## src/rtl/spi_byte_pkg.sv

```systemverilog
`timescale 1ns/1ps
package spi_byte_pkg;
    typedef enum logic [1:0] {
        ST_IDLE  = 2'd0,
        ST_SHIFT = 2'd1,
        ST_DONE  = 2'd2
    } xfer_state_t;

    // Packed order gives mode-register bit positions 4..0.
    typedef struct packed {
        logic esel;    // 1: latch on leading edge
        logic enable;  // port enable
        logic rev;     // 1: LSB first
        logic cpol;    // clock idle level
        logic loopb;   // internal loopback
    } mode_t;

    localparam int MODE_BITS = 5;

    localparam logic [2:0] OFF_MODE = 3'd0;
    localparam logic [2:0] OFF_RXD  = 3'd1;
    localparam logic [2:0] OFF_TXD  = 3'd2;
    localparam logic [2:0] OFF_CTRL = 3'd3;
    localparam logic [2:0] OFF_STAT = 3'd4;
    localparam logic [2:0] OFF_DIV  = 3'd6;
endpackage

```

## src/rtl/spi_byte_regs.sv

```systemverilog
`timescale 1ns/1ps
module spi_byte_regs
    import spi_byte_pkg::*;
#(
    parameter int DW    = 8,
    parameter int DIV_W = 8
) (
    input  logic             clk,
    input  logic             rst_n,
    input  logic [2:0]       addr,
    input  logic             wr_en,
    input  logic [DW-1:0]    wr_data,
    input  logic             rd_en,
    output logic [DW-1:0]    rd_data,
    input  logic             busy,
    input  logic             done,
    input  logic [DW-1:0]    rx_byte,
    output mode_t            mode,
    output logic [DW-1:0]    tx_byte,
    output logic [DIV_W-1:0] div,
    output logic             go,
    output logic             irq
);
    mode_t            mode_q;
    logic [DW-1:0]    tx_q;
    logic [DW-1:0]    rx_q;
    logic [DIV_W-1:0] div_q;
    logic             ready_q;

    always_ff @(posedge clk or negedge rst_n) begin
        if (!rst_n) begin
            mode_q  <= '0;
            tx_q    <= '0;
            div_q   <= '0;
            rx_q    <= '0;
            ready_q <= 1'b0;
        end else begin
            if (wr_en) begin
                unique case (addr)
                    OFF_MODE: mode_q <= mode_t'(wr_data[MODE_BITS-1:0]);
                    OFF_TXD:  tx_q   <= wr_data;
                    OFF_DIV:  div_q  <= wr_data[DIV_W-1:0];
                    default:  ;
                endcase
            end
            if (done) begin
                rx_q    <= rx_byte;
                ready_q <= 1'b1;
            end else if (rd_en && addr == OFF_RXD) begin
                ready_q <= 1'b0;
            end
        end
    end

    always_comb begin
        go = wr_en && (addr == OFF_CTRL) && wr_data[0] && mode_q.enable && !busy;
        unique case (addr)
            OFF_MODE: rd_data = {{(DW-MODE_BITS){1'b0}}, mode_q};
            OFF_RXD:  rd_data = rx_q;
            OFF_TXD:  rd_data = tx_q;
            OFF_STAT: rd_data = {{(DW-2){1'b0}}, busy, ready_q};
            OFF_DIV:  rd_data = {{(DW-DIV_W){1'b0}}, div_q};
            default:  rd_data = '0;
        endcase
    end

    assign mode    = mode_q;
    assign tx_byte = tx_q;
    assign div     = div_q;
    assign irq     = ready_q;

    AST_READ_CLEARS: assert property (@(posedge clk) disable iff (!rst_n)
        (rd_en && addr == OFF_RXD && !done) |=> !irq);
endmodule

```

## src/rtl/spi_byte_clkgen.sv

```systemverilog
`timescale 1ns/1ps
module spi_byte_clkgen #(
    parameter int DIV_W = 8
) (
    input  logic             clk,
    input  logic             rst_n,
    input  logic             run,
    input  logic [DIV_W-1:0] div,
    output logic             tick
);
    localparam int CNT_W = DIV_W + 1;

    logic [CNT_W-1:0] cnt;
    logic [CNT_W-1:0] limit;

    // half period = 2*(div+1) cycles
    assign limit = {div, 1'b1};
    assign tick  = run && (cnt == limit);

    always_ff @(posedge clk or negedge rst_n) begin
        if (!rst_n)      cnt <= '0;
        else if (!run)   cnt <= '0;
        else if (tick)   cnt <= '0;
        else             cnt <= cnt + 1'b1;
    end
endmodule

```

## src/rtl/spi_byte_shifter.sv

```systemverilog
`timescale 1ns/1ps
module spi_byte_shifter
    import spi_byte_pkg::*;
#(
    parameter int DW = 8
) (
    input  logic          clk,
    input  logic          rst_n,
    input  logic          go,
    input  logic [DW-1:0] tx_byte,
    input  mode_t         mode,
    input  logic          tick,
    input  logic          miso,
    output logic          run,
    output logic          busy,
    output logic          done,
    output logic [DW-1:0] rx_byte,
    output logic          sclk,
    output logic          mosi
);
    localparam int EDGES  = 2 * DW;
    localparam int EDGE_W = $clog2(EDGES);
    localparam logic [EDGE_W-1:0] LAST = EDGE_W'(EDGES - 1);

    xfer_state_t      state, state_nx;
    logic [EDGE_W-1:0] edge_cnt;
    logic [DW-1:0]    tsr, rsr, rsr_nx;
    logic             sclk_q;
    logic             leading, sample_edge, out_bit, in_bit, last_tick;

    always_ff @(posedge clk or negedge rst_n) begin
        if (!rst_n) state <= ST_IDLE;
        else        state <= state_nx;
    end

    always_comb begin
        last_tick = (state == ST_SHIFT) && tick && (edge_cnt == LAST);
        state_nx  = state;
        unique case (state)
            ST_IDLE:  if (go) state_nx = ST_SHIFT;
            ST_SHIFT: if (last_tick) state_nx = ST_DONE;
            ST_DONE:  state_nx = ST_IDLE;
            default:  state_nx = ST_IDLE;
        endcase
    end

    always_comb begin
        leading     = (sclk_q == mode.cpol);
        sample_edge = (leading == mode.esel);
        out_bit     = mode.rev ? tsr[0] : tsr[DW-1];
        in_bit      = mode.loopb ? out_bit : miso;
        rsr_nx      = rsr;
        if (state == ST_SHIFT && tick && sample_edge)
            rsr_nx = mode.rev ? {in_bit, rsr[DW-1:1]} : {rsr[DW-2:0], in_bit};
    end

    always_ff @(posedge clk or negedge rst_n) begin
        if (!rst_n) begin
            tsr      <= '0;
            rsr      <= '0;
            edge_cnt <= '0;
            sclk_q   <= 1'b0;
        end else if (state == ST_IDLE) begin
            sclk_q <= mode.cpol;
            if (go) begin
                tsr      <= tx_byte;
                rsr      <= '0;
                edge_cnt <= '0;
            end
        end else if (state == ST_SHIFT && tick) begin
            sclk_q   <= ~sclk_q;
            edge_cnt <= edge_cnt + 1'b1;
            rsr      <= rsr_nx;
            if (!sample_edge && edge_cnt != '0)
                tsr <= mode.rev ? {1'b0, tsr[DW-1:1]} : {tsr[DW-2:0], 1'b0};
        end
    end

    always_comb begin
        run     = (state == ST_SHIFT);
        busy    = (state != ST_IDLE);
        done    = last_tick;
        rx_byte = rsr_nx;
        sclk    = (state == ST_SHIFT && mode.enable) ? sclk_q : mode.cpol;
        mosi    = (busy && mode.enable) ? out_bit : 1'b0;
    end

    AST_SCLK_IDLE_LEVEL: assert property (@(posedge clk) disable iff (!rst_n)
        (state == ST_IDLE) |-> (sclk == mode.cpol));
    AST_SCLK_TOGGLES: assert property (@(posedge clk) disable iff (!rst_n)
        (state == ST_SHIFT && tick && edge_cnt != LAST && mode.enable && $stable(mode))
        |=> (sclk != $past(sclk)));
endmodule

```

## src/rtl/spi_byte_master.sv

```systemverilog
`timescale 1ns/1ps
module spi_byte_master
    import spi_byte_pkg::*;
#(
    parameter int DW    = 8,
    parameter int DIV_W = 8
) (
    input  logic          clk,
    input  logic          rst_n,
    input  logic [2:0]    reg_addr,
    input  logic          reg_wr,
    input  logic [DW-1:0] reg_wdata,
    input  logic          reg_rd,
    output logic [DW-1:0] reg_rdata,
    output logic          irq,
    output logic          sclk,
    output logic          mosi,
    input  logic          miso
);
    mode_t            mode;
    logic [DW-1:0]    tx_byte, rx_byte;
    logic [DIV_W-1:0] div;
    logic             go, busy, done, run, tick;

    spi_byte_regs #(.DW(DW), .DIV_W(DIV_W)) u_regs (
        .clk(clk), .rst_n(rst_n), .addr(reg_addr), .wr_en(reg_wr),
        .wr_data(reg_wdata), .rd_en(reg_rd), .rd_data(reg_rdata),
        .busy(busy), .done(done), .rx_byte(rx_byte), .mode(mode),
        .tx_byte(tx_byte), .div(div), .go(go), .irq(irq)
    );

    spi_byte_clkgen #(.DIV_W(DIV_W)) u_clkgen (
        .clk(clk), .rst_n(rst_n), .run(run), .div(div), .tick(tick)
    );

    spi_byte_shifter #(.DW(DW)) u_shift (
        .clk(clk), .rst_n(rst_n), .go(go), .tx_byte(tx_byte), .mode(mode),
        .tick(tick), .miso(miso), .run(run), .busy(busy), .done(done),
        .rx_byte(rx_byte), .sclk(sclk), .mosi(mosi)
    );

    AST_BUSY_AT_READY: assert property (@(posedge clk) disable iff (!rst_n)
        $rose(irq) |-> busy);
    AST_BUSY_CLEARS: assert property (@(posedge clk) disable iff (!rst_n)
        $rose(irq) |=> !busy);
    AST_DISABLED_QUIET: assert property (@(posedge clk) disable iff (!rst_n)
        !mode.enable |-> (!mosi && sclk == mode.cpol));
    AST_NO_START_DISABLED: assert property (@(posedge clk) disable iff (!rst_n)
        (!mode.enable && !busy) |=> !busy);
endmodule

```

## config.mk

```make
export PLATFORM = sky130hd
export DESIGN_NAME = spi_byte_master
export DESIGN_NICKNAME = d
export VERILOG_FILES = /design/src/rtl/spi_byte_pkg.sv /design/src/rtl/spi_byte_regs.sv /design/src/rtl/spi_byte_clkgen.sv /design/src/rtl/spi_byte_shifter.sv /design/src/rtl/spi_byte_master.sv
export SDC_FILE = /design/constraint.sdc
export NUM_CORES = 1
export LEC_CHECK = 0
export BUFFER_PORTS_ARGS = -buffer_cell sky130_fd_sc_hd__buf_2
export CORE_AREA = 2 2 105 127
export DETAILED_ROUTE_END_ITERATION = 12
export DIE_AREA = 0 0 107 129
export PLACE_DENSITY = 0.55
export SETUP_SLACK_MARGIN = 0.2
export SLEW_MARGIN = 20
export SYNTH_ARGS = -nofsm -noshare
export SYNTH_HDL_FRONTEND = slang
export SYNTH_HIERARCHICAL = 1
export SYNTH_SLANG_ARGS = --single-unit
```

## constraint.sdc

```tcl
create_clock -name clk -period 2.9 [get_ports clk]
set_input_delay 0.29 -clock clk [delete_from_list [all_inputs] [get_ports clk]]
set_output_delay 0.29 -clock clk [all_outputs]
set_load 0.05 [all_outputs]
```

* Yosys cells after proc, flatten, opt, wreduce, memory -nomap -nowiden
Cells that the tools add are included.
Widths: inputs -> output; s select.
** Word-level totals
- Register bits after elaboration :: 62
- Word-level logic and storage cells :: 84
- Bits of input ports :: 16
** Operators by class
- Eq/ne operators :: 12
- Reduce and logical (&&, ||, !) cells :: 27
- Bitwise operators :: 1
- Mux-type cells :: 27
- Add/sub/neg operators :: 2
** Operators with widths (count)
- $mux 8 :: 10
- $pmux 8 s5 :: 1
- $mux 9 :: 2
- $logic_and 1x1->1 :: 12
- $mux 4 :: 3
- $reduce_and 2->1 :: 5
- $add 9x1->9 const B :: 1
- $eq 9x9->1 :: 1
- $mux 1 :: 8
- $reduce_bool 2->1 :: 4
- $eq 3x2->1 const B :: 2
- $eq 3x3->1 const B :: 2
- $add 4x1->4 const B :: 1
- $eq 4x4->1 const B :: 1
- $mux 2 :: 2
- $ne 2x2->1 const B :: 2
- $pmux 2 s2 :: 1
- $reduce_bool 4->1 :: 1
- $eq 3x1->1 const B :: 1
- $logic_not 3->1 :: 1
- $reduce_and 3->1 :: 1
- $eq 1x1->1 :: 2
- $eq 2x1->1 const B :: 1
- $logic_not 1->1 :: 2
- other kinds (2) :: 2

* Longest topological paths before layout
- Depth after elaboration :: 7
- Depth in mapped cells :: 9
- Mapped depth without buffers :: 7

* Cells and area by module
The synthesis kept the hierarchy.
** By module, submodules not included
- spi_byte_regs :: instances 1, area an instance 1480.2 sq um, cells each 102
- spi_byte_shifter :: instances 1, area an instance 1458.9 sq um, cells each 148
- spi_byte_clkgen :: instances 1, area an instance 518.0 sq um, cells each 51

* Worst setup path after synthesis
Ideal clock, no wire load.
- Path kind :: flip-flop to flip-flop
- Start :: register u_shift.state[0]
- End :: register u_regs.rx_q[0]
- Cell stages (with the launch flop) :: 10
- Path buffers :: 3
- Path slack :: 0.134 ns
- Arrival time :: 2.641 ns
- Setup time :: 0.125 ns
- Required time :: 2.775 ns
- Path through :: dfrtp_1 > buf_6 > nor2b_1 > nand3_2 > nor3_1 > nand3b_1 > clkbuf_1 > nor2_1 > clkbuf_1 > mux2_2
** On the way
- Elaborated cells between the ends (all ways) :: 6
- Classes of those cells :: eq/ne: 1; mux: 1; reduce/logical: 4
** RTL lines
- start, declared :: line spi_byte_shifter.sv:25 : xfer_state_t state, state_nx;
- start signal, assigned :: line spi_byte_shifter.sv:33 : else state <= state_nx;
- $eq 2x1->1 :: line spi_byte_shifter.sv:80 : run = (state == ST_SHIFT);
- via run :: line spi_byte_master.sv:23 : logic go, busy, done, run, tick;
- $logic_and 1x1->1 :: line spi_byte_clkgen.sv:18 : assign tick = run && (cnt == limit);
- via tick :: line spi_byte_master.sv:23
- $logic_and 1x1->1 (2 in a row) :: line spi_byte_shifter.sv:37 : last_tick = (state == ST_SHIFT) && tick && (edge_cnt == LAST);
- via done :: line spi_byte_master.sv:23
- end signal, assigned :: line spi_byte_regs.sv:47 : rx_q <= rx_byte;
- end, declared :: line spi_byte_regs.sv:26 : logic [DW-1:0] rx_q;
The timed path passes the listed nets, and every way through them passes these cells.
A chain may end at the register's enable or synchronous reset.

* Worst setup path after layout
- Start :: register u_shift.state[0]
- End :: register u_shift.rsr[1]
** On the way
- Elaborated cells between the ends (all ways) :: 14
- Classes of those cells :: eq/ne: 2; mux: 3; reduce/logical: 9
** RTL lines
- $reduce_bool 2->1 :: line spi_byte_shifter.sv:81 : busy = (state != ST_IDLE);
- via busy :: line spi_byte_master.sv:23
- $logic_not 1->1 :: line spi_byte_regs.sv:56 : go = wr_en && (addr == OFF_CTRL) && wr_data[0] && mode_q.enable && !busy;
- $logic_and 1x1->1 :: line spi_byte_regs.sv:56
- via go :: line spi_byte_master.sv:23
- $ne 2x2->1 (no source line)
- $reduce_and 2->1 (no source line)
- end signal, assigned :: line spi_byte_shifter.sv:73 : rsr <= rsr_nx;
- end, declared :: line spi_byte_shifter.sv:27 : logic [DW-1:0] tsr, rsr, rsr_nx;
The timed path passes the listed nets, and every way through them passes these cells. The select of a mux whose other input is x is not followed.

==> impl_metrics.toml <==
[run_status]
status = "finished clean"

[clock_network]
path_clk_slew_ps = 50
clkLatencyLatePin_ps = 340
cts_root_buffer = "clkbuf_16"
numCtsBuffers = 9
cts-resized-gates = 0
post_cts_buffers = 0
cts_num_sinks = 62
cts_tree = "yes"
h-tree-depth = 3
clockBufferDepth = 2
hold_buffers = 0

[layout]
final_nets = 350
antenna_cells = 0
mostFrequentLayoutCells = "dfrtp_1 (62), mux2_2 (30), buf_2 (26)"
nFillCells = 1288
final_common_cell = "dfrtp_1"
area_delta_synth_final_pct = 17.7
drive_gt1_frac = 0.307

[job]
cap_violations = 0

[grt]
grt_antenna_before_repair = 0
grt_pass1_wl_um = 13200
grtUsageTotal = 0.126
grt_max_degree = 63
overflow = 0
grt_pass1_vias = 2377

[drt]
viasPerCell = 4.79
num_vias = 2397
drc = 0
route.detailed.wl_per_inst_um = 16.2
drtAntennaViolNets = 0
drt_iter0_drc = 129
first_pass_iters = 4
drt_wl_total_um = 8100

[floorplanning]
num_rows = 45
start_util = 0.275
core_um2 = 12600
pin_count = 27
die_y_um = 129
die_x_um = 107
dieArea_um2 = 13800

[critical_path]
reg2reg_slack_ps = 430
end_kind = "register"
crit_slowest_cell = "or3b_2"
cp_cell_sequence = "or2_2 > nor4bb_1 > or3b_2 > mux2i_4 > o22ai_1"
arrival_ps = 2670
rr_worst_depth = 5
r2r_start = "u_shift/state[0]$_DFFE_PN0P_"
r2r_end = "u_shift/rsr[1]$_DFFE_PN0P_"
worst_setup_path_start_kind = "register"
path_max_fanout = 11
max_stage_delay_ps = 570
critPathRequiredTime_ps = 3100
worstSetupPathType = "reg -> reg"

[power_and_ir_drop]
netSwitchingPower_mw = 1.11
power.density_nw_per_um2 = 811
peakVddDrop_v = 0.000318
p_leak_nw = 1.76
switching_share = 0.338
clkPwrFrac = 0.330
comb_power_share = 0.279
total_power_mw = 3.30
seqPwrFrac = 0.391
intPower_mw = 2.18

[timing]
fmax_mhz = 405
setup_viol = 0
hold_ws_ps = 134
finalSetupTns_ps = 0
slew_viol_final = 0
finalCriticalPeriod_ps = 2470
maxSlewHeadroom = 0.460
rsz0062_at_grt = "false"
hold_violations = 0
worst_pin_slew_ps = 809
finClkSkew_ps = 5.14
period_share = 0.852

[placed_design]
gp_congestion = 0.783
dp_hpwl_um = 5880
io_buffers = 26

[synthesis]
ys.warnings.count = 6
synth_nets = 320
synth_top_family_by_area = "multiplexers"
yosys.area_share.simple = 0.113
ys_types = 53
postSynthAreaPerCell_um2 = 11.5
synth-compound-area-share = 0.129
synth_seq_area_share = 0.449
synth_fa_ha_area_frac = 0.0109
synth-edff-count = 0
synth-async-reset-ratio = 1.00
synthCells = 301
yosys_register_bits = 62
syn_area_um2 = 3460
synth_xor_area_frac = 0.0492
yosys-mux-area-fraction = 0.203
synthFlopType = "dfrtp_1"

[worst_hold_path]
hold_class = "in -> async"
-- how the worst max path moves through the flow --
stage | start | end | cells after the start
floorplan | u_shift/state[0]$_DFFE_PN0P_ | u_regs/rx_q[0]$_DFFE_PN0P_ | 9
global placement | u_shift/state[0]$_DFFE_PN0P_ | u_shift/rsr[1]$_DFFE_PN0P_ | 5
detailed placement | u_shift/state[0]$_DFFE_PN0P_ | u_shift/rsr[5]$_DFFE_PN0P_ | 5
CTS | u_shift/state[0]$_DFFE_PN0P_ | u_shift/rsr[1]$_DFFE_PN0P_ | 5
global route | u_shift/state[0]$_DFFE_PN0P_ | u_regs/rx_q[7]$_DFFE_PN0P_ | 7
finish | u_shift/state[0]$_DFFE_PN0P_ | u_shift/rsr[1]$_DFFE_PN0P_ | 5
-- critical path: cells and delay by family, from the launching register on --
kind / cells / cell delay, ps
muxes: 1 / 300
DFF: 1 / 460
AOI/OAI and AO/OA: 1 / 150
and+or+nand+nor: 3 / 1420
-- Yosys cell counts (7+ instances only) --
library cell	count	area (um^2)
dfrtp_1	62	1550
mux2_2	30	338
mux2i_1	22	220
nor2_1	19	71.3
o21ai_0	18	90.1
inv_1	16	60.1
xnor2_1	13	114
a21oi_1	8	40.0
mux2_4	8	120
nor3_1	8	40.0
buf_2	7	35.0
nand2_1	7	26.3
-- power groups by stage --
stage / logic (mW) / clock network (mW) / registers, mW
6_report: 0.919 / 1.09 / 1.29
5_1_grt: 1.01 / 1.14 / 1.32
4_1_cts: 0.925 / 1.11 / 1.29
3_5_place_dp: 0.919 / 0 / 1.30
3_3_place_gp: 0.915 / 0 / 1.30
2_1_floorplan: 0.749 / 0 / 1.22
-- logic make-up after synthesis --
kind of cell,after synthesis
AOI/OAI and AO/OA,60
xor gates and xnor gates,17
adders and majority gates,3
and+or+nand+nor,66
DFF,62
muxes,61
buffers and inverters,32
-- final cells by class --
cell class                      count  area, um^2  share of cell area
Sequential cell                    62        1550               0.381
Timing Repair Buffer               35         198              0.0486
Clock buffer                       12         256              0.0631
Multi-Input combinational cell    207        1750               0.431
Clock inverter                      4        45.0              0.0111
Inverter                           16        60.1              0.0148
Tap cell                          164         205              0.0504
-- layer usage --
metal	track usage	wire length (um)	vias up
met2	0.196	3790	47
li1	-	-	1150
met5	0	0	-
met3	0.0334	281	13
met4	0.0550	184	0
met1	0.166	3840	1187
-- sequential cells by signal, summed over array words and instances, names as in the netlist --
signal and flops:
u_regs/div 8, u_shift/state 2, u_regs/mode 5, u_shift/tsr 8, u_shift/rsr 8, u_clkgen/cnt 9, u_regs/tx_byte 8, u_regs/irq 1
u_shift/sclk_q 1, u_regs/rx_q 8, u_shift/edge_cnt 4
-- stage by stage --
stage / cell area [um^2] / instances / worst slack [ps] / util
2_1_floorplan: 3460 / 301 / 231 / -
3_3_place_gp: 3770 / 484 / 536 / 0.300
3_5_place_dp: 3770 / 484 / 471 / 0.300
4_1_cts: 4070 / 500 / 470 / 0.324
5_1_grt: 4070 / 500 / 304 / 0.324
6_report: 4070 / 500 / 429 / 0.324
No activity file was read; power rests on OpenSTA's default activity.
